==> config.mk <==
export PLATFORM = sky130hd
export DESIGN_NAME = byte_eeprom_target
export DESIGN_NICKNAME = d
export VERILOG_FILES = /design/src/rtl/eeprom_target_pkg.sv /design/src/rtl/eeprom_image_loader.sv /design/src/rtl/eeprom_store.sv /design/src/rtl/eeprom_bus_ctl.sv /design/src/rtl/byte_eeprom_target.sv
export SDC_FILE = /design/constraint.sdc
export NUM_CORES = 2
export LEC_CHECK = 0
export BUFFER_PORTS_ARGS = -buffer_cell sky130_fd_sc_hd__buf_2
export CAP_MARGIN = 20
export CORE_MARGIN = 2
export CORE_UTILIZATION = 35
export CTS_BUF_LIST = sky130_fd_sc_hd__clkbuf_16
export DETAILED_ROUTE_END_ITERATION = 6
export SLEW_MARGIN = 10
export SYNTH_ARGS = -nofsm -noshare
export SYNTH_HDL_FRONTEND = slang
export SYNTH_HIERARCHICAL = 1
export SYNTH_SLANG_ARGS = --single-unit
export TNS_END_PERCENT = 50
==> constraint.sdc <==
create_clock -name clk -period 10.8 [get_ports clk]
set_input_delay 3.24 -clock clk [delete_from_list [all_inputs] [get_ports clk]]
set_output_delay 3.24 -clock clk [all_outputs]
set_load 0.03 [all_outputs]
==> src/rtl/eeprom_target_pkg.sv <==
package eeprom_target_pkg;

    typedef enum logic [2:0] {
        ST_LOAD,
        ST_IDLE,
        ST_W_OFFSET,
        ST_W_DATA,
        ST_READ,
        ST_SKIP
    } ctl_state_t;

    // Start-up image word for position idx of slice sl; caller truncates.
    function automatic int unsigned image_word(input int unsigned sl,
                                               input int unsigned idx,
                                               input int unsigned seed);
        return idx * 37 + sl * 101 + seed;
    endfunction

endpackage

==> src/rtl/eeprom_image_loader.sv <==
module eeprom_image_loader #(
    parameter int ADDR_W = 8,
    parameter int DATA_W = 8,
    parameter int SLICE  = 0,
    parameter int SEED   = 90
) (
    input  logic              clk,
    input  logic              rst_n,
    output logic              load_done,
    output logic              load_we,
    output logic [ADDR_W-1:0] load_addr,
    output logic [DATA_W-1:0] load_data
);
    import eeprom_target_pkg::*;

    localparam logic [ADDR_W-1:0] LAST = {ADDR_W{1'b1}};

    logic [ADDR_W-1:0] cnt_q;
    logic              done_q;

    always_ff @(posedge clk or negedge rst_n) begin
        if (!rst_n) begin
            cnt_q  <= '0;
            done_q <= 1'b0;
        end else if (!done_q) begin
            cnt_q <= cnt_q + 1'b1;
            if (cnt_q == LAST) begin
                done_q <= 1'b1;
            end
        end
    end

    assign load_done = done_q;
    assign load_we   = !done_q;
    assign load_addr = cnt_q;
    assign load_data = DATA_W'(image_word(SLICE, int'(cnt_q), SEED));

endmodule

==> src/rtl/eeprom_store.sv <==
module eeprom_store #(
    parameter int ADDR_W = 8,
    parameter int DATA_W = 8
) (
    input  logic              clk,
    input  logic              we,
    input  logic [ADDR_W-1:0] waddr,
    input  logic [DATA_W-1:0] wdata,
    input  logic [ADDR_W-1:0] raddr,
    output logic [DATA_W-1:0] rdata
);
    localparam int DEPTH = 1 << ADDR_W;

    logic [DATA_W-1:0] word_view [DEPTH];

    for (genvar g = 0; g < DEPTH; g++) begin : g_word
        logic [DATA_W-1:0] word_q;
        always_ff @(posedge clk) begin
            if (we && (waddr == ADDR_W'(g))) begin
                word_q <= wdata;
            end
        end
        assign word_view[g] = word_q;
    end

    assign rdata = word_view[raddr];

endmodule

==> src/rtl/eeprom_bus_ctl.sv <==
module eeprom_bus_ctl #(
    parameter int          ADDR_W   = 8,
    parameter int          DATA_W   = 8,
    parameter logic [6:0]  DEV_ADDR = 7'h50
) (
    input  logic              clk,
    input  logic              rst_n,
    input  logic              load_done,
    input  logic              bus_start,
    input  logic [6:0]        bus_addr,
    input  logic              bus_rnw,
    input  logic              bus_wr_valid,
    input  logic [DATA_W-1:0] bus_wr_data,
    input  logic              bus_rd_req,
    input  logic              bus_stop,
    input  logic [DATA_W-1:0] mem_rdata,
    output logic              mem_we,
    output logic [ADDR_W-1:0] mem_addr,
    output logic [DATA_W-1:0] mem_wdata,
    output logic              addr_ack,
    output logic              rd_valid,
    output logic [DATA_W-1:0] rd_data,
    output logic              accessed
);
    import eeprom_target_pkg::*;

    ctl_state_t        state_q, state_n;
    logic [ADDR_W-1:0] ptr_q;

    // Event decode, priority: start, stop, write byte, read request.
    logic addr_hit, ev_start, ev_stop, ev_wr, ev_rd;
    logic take_offset, take_store, take_read;

    always_comb begin
        addr_hit    = (bus_addr == DEV_ADDR);
        ev_start    = load_done && bus_start;
        ev_stop     = load_done && !bus_start && bus_stop;
        ev_wr       = load_done && !bus_start && !bus_stop && bus_wr_valid;
        ev_rd       = load_done && !bus_start && !bus_stop && !bus_wr_valid
                      && bus_rd_req;
        take_offset = ev_wr && (state_q == ST_W_OFFSET);
        take_store  = ev_wr && (state_q == ST_W_DATA);
        take_read   = ev_rd && (state_q == ST_READ);
    end

    // Next-state logic
    always_comb begin
        state_n = state_q;
        if (!load_done) begin
            state_n = ST_LOAD;
        end else if (ev_start) begin
            if (!addr_hit) begin
                state_n = ST_SKIP;
            end else if (bus_rnw) begin
                state_n = ST_READ;
            end else begin
                state_n = ST_W_OFFSET;
            end
        end else if (ev_stop) begin
            state_n = ST_IDLE;
        end else begin
            unique case (state_q)
                ST_LOAD:     state_n = ST_IDLE;
                ST_W_OFFSET: if (take_offset) state_n = ST_W_DATA;
                ST_IDLE,
                ST_W_DATA,
                ST_READ,
                ST_SKIP:     state_n = state_q;
                default:     state_n = ST_IDLE;
            endcase
        end
    end

    // State register
    always_ff @(posedge clk or negedge rst_n) begin
        if (!rst_n) begin
            state_q <= ST_LOAD;
        end else begin
            state_q <= state_n;
        end
    end

    // Registered outputs and pointer
    always_ff @(posedge clk or negedge rst_n) begin
        if (!rst_n) begin
            ptr_q    <= '0;
            addr_ack <= 1'b0;
            rd_valid <= 1'b0;
            rd_data  <= '0;
            accessed <= 1'b0;
        end else begin
            addr_ack <= ev_start && addr_hit;
            rd_valid <= take_read;
            if (take_offset) begin
                ptr_q    <= ADDR_W'(bus_wr_data);
                accessed <= 1'b1;
            end else if (take_store) begin
                ptr_q    <= ptr_q + 1'b1;
                accessed <= 1'b1;
            end else if (take_read) begin
                rd_data  <= mem_rdata;
                ptr_q    <= ptr_q + 1'b1;
                accessed <= 1'b1;
            end
        end
    end

    assign mem_we    = take_store;
    assign mem_addr  = ptr_q;
    assign mem_wdata = bus_wr_data;

endmodule

==> src/rtl/byte_eeprom_target.sv <==
module byte_eeprom_target #(
    parameter int          ADDR_W    = 8,
    parameter int          DATA_W    = 8,
    parameter logic [6:0]  DEV_ADDR  = 7'h50,
    parameter logic [6:0]  BASE_ADDR = 7'h50,
    parameter int          IMG_SEED  = 90
) (
    input  logic              clk,
    input  logic              rst_n,
    input  logic              bus_start,
    input  logic [6:0]        bus_addr,
    input  logic              bus_rnw,
    input  logic              bus_wr_valid,
    input  logic [DATA_W-1:0] bus_wr_data,
    input  logic              bus_rd_req,
    input  logic              bus_stop,
    output logic              busy,
    output logic              addr_ack,
    output logic              rd_valid,
    output logic [DATA_W-1:0] rd_data,
    output logic              accessed
);
    localparam int SLICE = int'(DEV_ADDR - BASE_ADDR) & 7;

    logic              load_done, load_we, ctl_we, st_we;
    logic [ADDR_W-1:0] load_addr, ctl_addr, st_waddr;
    logic [DATA_W-1:0] load_data, ctl_wdata, st_wdata, st_rdata;

    eeprom_image_loader #(
        .ADDR_W (ADDR_W),
        .DATA_W (DATA_W),
        .SLICE  (SLICE),
        .SEED   (IMG_SEED)
    ) u_loader (
        .clk       (clk),
        .rst_n     (rst_n),
        .load_done (load_done),
        .load_we   (load_we),
        .load_addr (load_addr),
        .load_data (load_data)
    );

    assign st_we    = load_we | ctl_we;
    assign st_waddr = load_done ? ctl_addr  : load_addr;
    assign st_wdata = load_done ? ctl_wdata : load_data;

    eeprom_store #(
        .ADDR_W (ADDR_W),
        .DATA_W (DATA_W)
    ) u_store (
        .clk   (clk),
        .we    (st_we),
        .waddr (st_waddr),
        .wdata (st_wdata),
        .raddr (ctl_addr),
        .rdata (st_rdata)
    );

    eeprom_bus_ctl #(
        .ADDR_W   (ADDR_W),
        .DATA_W   (DATA_W),
        .DEV_ADDR (DEV_ADDR)
    ) u_ctl (
        .clk          (clk),
        .rst_n        (rst_n),
        .load_done    (load_done),
        .bus_start    (bus_start),
        .bus_addr     (bus_addr),
        .bus_rnw      (bus_rnw),
        .bus_wr_valid (bus_wr_valid),
        .bus_wr_data  (bus_wr_data),
        .bus_rd_req   (bus_rd_req),
        .bus_stop     (bus_stop),
        .mem_rdata    (st_rdata),
        .mem_we       (ctl_we),
        .mem_addr     (ctl_addr),
        .mem_wdata    (ctl_wdata),
        .addr_ack     (addr_ack),
        .rd_valid     (rd_valid),
        .rd_data      (rd_data),
        .accessed     (accessed)
    );

    assign busy = !load_done;

endmodule

==> metrics.yaml <==
status:
  status: "completed"
critical_path:
  cp_max_fo: 20
  worstPathCellList: "buf_2 -> or3b_1 -> nor3_1 -> or2_2 -> nand4_1 -> buf_4 -> nor2_1"
  cpMaxStageDelayCell: "nand4_1"
  critPathMaxStageDelay_ns: 0.78
  arrival_ns: 6.67
  worstSetupEndpointType: "flip-flop"
  path_class: "primary input to flip-flop"
  regToRegSetupSlack_ns: 5.49
  start_kind: "primary input"
  cp.required_ns: 11.26
floorplan:
  die_h_um: 488
  coreArea_um2: 233000
  die_w_um: 488
  rows: 177
  start_util: 0.352
  io_pins: 34
  die-area_um2: 238000
sta:
  period_needed_ns: 6.20
  worst-slew-pin-transition_ns: 1.11
  clock.fmax_mhz: 161
  hold_violations: 0
  setup_viol: 0
  period_share: 0.574
  slew_viol_final: 0
  layout_setup_ws_ns: 4.60
  hold-worst-slack_ns: 0.465
  relSlewSlack: 0.260
  finClkSkew_ns: 0.0337
  final.setup.tns_ns: 0
  rsz0062_at_grt: "no"
global_routing:
  gr-total-overflow: 0
  grt_max_degree: 166
  antenna_found_initial: 4
  grt_usage: 0.180
  grt_pass1_vias: 40700
  grt_first_pass_wirelength_um: 307000
clock_network:
  path_clk_slew_ns: 0.06
  cts_htree_levels: 4
  cts_resized: 0
  clk-insertion-delay-late_ns: 0.84
  clkSinkCount: 2079
  cts_tree: "yes"
  ctsHoldBuffers: 0
  cts-root-buf: "clkbuf_16"
  clockBufferDepth: 3
  cts_buffers: 191
  postCtsSetupRepairBufs: 0
finish:
  nets: 4119
  syn_to_final_growth_pct: 12.2
  multi_input_area_um2: 18100
  fill_cells: 20500
  utilization: 0.395
  drive_gt1_frac: 0.214
  area.sequential_um2: 62300
  instances_no_fill: 7372
drt:
  antenna_left: 0
  wl_per_cell_um: 29.2
  drt_iter0_drc: 4741
  vias: 40700
  totalWireLength_um: 215000
  first_pass_iters: 7
  viasPerCell: 5.52
  drc_errors: 0
power:
  p_leak_nw: 23.9
  switching_share: 0.191
  power_frac_clock: 0.447
  p_switching_mw: 3.01
  p_seq_frac: 0.552
  p_comb_frac: 0.001
  powerDensity_nw_per_um2: 172
  peakVddDrop_v: 0.000160
  p_int_mw: 12.8
synth:
  synth.avg_cell_area_um2: 20.4
  synthTopCellsByArea: "edfxtp_1, mux4_2, mux2i_1, nor2_1, a22oi_1"
  syn_nets: 4068
  synth_flop_cell: "edfxtp_1"
  netlist.area_leader.share: 0.751
  synth-edff-count: 2048
  synth_cells: 4026
  async_flop_share: 0.0149
  synth_area_um2: 81900
  ys_warn_count: 6
  synth_top_cell_by_area: "edfxtp_1"
  yosysUniqueCellTypes: 69
  ys_seq_area_frac: 0.760
  ys_ff_latch: 2079
hold_path:
  hp-class: "flip-flop to flip-flop"
place:
  dp.cells: 7013
  place_congestion: 0.867
  portBuffers: 33
  hpwl_um: 130000
  preCtsSetupSlack_ns: 3.77
job:
  drv_cap: 0
cells in the mapped netlist (12+ instances only):
library cell and count:
inv_1 26, mux2i_1 201, clkbuf_1 114, dfrtp_1 31, nor4_1 15, a22o_1 15
a22oi_1 127, buf_6 35, edfxtp_1 2048, o21ai_0 27, nand3_1 54, a21oi_1 99
buf_4 29, o22ai_1 42, mux2_2 24, nor3_1 34, ha_1 17, mux4_2 423
nor2_1 284, nand2_1 52, nor2b_1 26, buf_2 41, a211oi_1 20, xnor2_1 12
o221ai_1 37
cell usage in the layout (no fill, tap or decap), drive strengths merged, types with 9 or more instances in the layout:
cell,n
edfxtp,2048
mux4,423
nor2,284
mux2i,201
clkbuf,194
a22oi,127
buf,105
a21oi,99
clkinv,82
inv,55
nand3,54
nand2,52
o22ai,42
nor3,39
o21ai,38
o221ai,37
mux2,33
bufinv,32
dfrtp,31
nor2b,26
a211oi,24
ha,17
nor4,17
a221oi,16
clkinvlp,15
a22o,15
xnor2,12
a31oi,11
nand4,10
or3,9
and2,9
state kept, by name (all words and copies together), names as in the netlist:
signal	count
u_store/g_word.word_q	2048
u_ctl/mem_addr	8
u_ctl/rd_data	8
u_loader/load_addr	8
u_ctl/state_q	3
u_ctl/accessed	1
u_ctl/addr_ack	1
u_ctl/rd_valid	1
u_loader/load_done	1
path summary, 6_finish.rpt:
kind                                        start                            end  depth (start not counted)
min in group asynchronous                   rst_n                 u_ctl/rd_valid                          1
worst min register to register     u_ctl/accessed                 u_ctl/accessed                          1
worst max register to register  u_ctl/mem_addr[1]               u_ctl/rd_data[5]                         10
worst min-delay path               u_ctl/accessed                 u_ctl/accessed                          1
worst max-delay path                    bus_start  u_store/g_word[171].word_q[6]                          7
max in group asynchronous                   rst_n              u_ctl/mem_addr[0]                          1
power groups by stage:
stage | sequential (mW) | combinational (mW) | clock, mW
final | 8.72 | 0.00934 | 7.06
after global routing | 8.71 | 0.0104 | 7.47
after CTS | 8.72 | 0.00966 | 7.18
after detailed placement | 8.89 | 0.00963 | 0
after global placement | 8.89 | 0.00948 | 0
after floorplan | 8.89 | 0.00267 | 0
critical path, delay by kind of cell:
kind / cells / cell delay [ns]
buffers and inverters: 2 / 0.64
and+or+nand+nor: 5 / 2.75
stage by stage:
step                total power, mW  cell area (um^2)
floorplan                      8.90             81900
global placement               8.90             85200
detailed placement             8.90             85300
CTS                            15.9             91900
global route                   16.2             91900
finish                         15.8             91900
cell families after synthesis:
| family | count (synthesis) | synth area share |
|---|---|---|
| buffers and inverters | 274 | 0.0209 |
| adders and majority gates | 20 | 0.00333 |
| muxes | 657 | 0.146 |
| xor gates and xnor gates | 15 | 0.00177 |
| AOI/OAI and AO/OA | 440 | 0.0374 |
| and+or+nand+nor | 541 | 0.0308 |
| DFF | 2079 | 0.760 |
area by class of cell:
type,instances,share of cell area
sequential,2079,0.678
timing repair buffer,105,0.00969
clock buffer,194,0.0528
tap,3132,0.0426
multi-input combinational,1673,0.197
clock inverter,157,0.0188
inverter,27,0.00110
antenna,5,0.000136
metal layers:
layer | vias up | part of all wire | global-route usage
met5 | - | 0.000051 | 0
li1 | 16800 | - | -
met3 | 383 | 0.083 | 0.0358
met2 | 1966 | 0.47 | 0.284
met1 | 21600 | 0.41 | 0.245
met4 | 2 | 0.041 | 0.0701
Power figures use the tool's default switching activity.
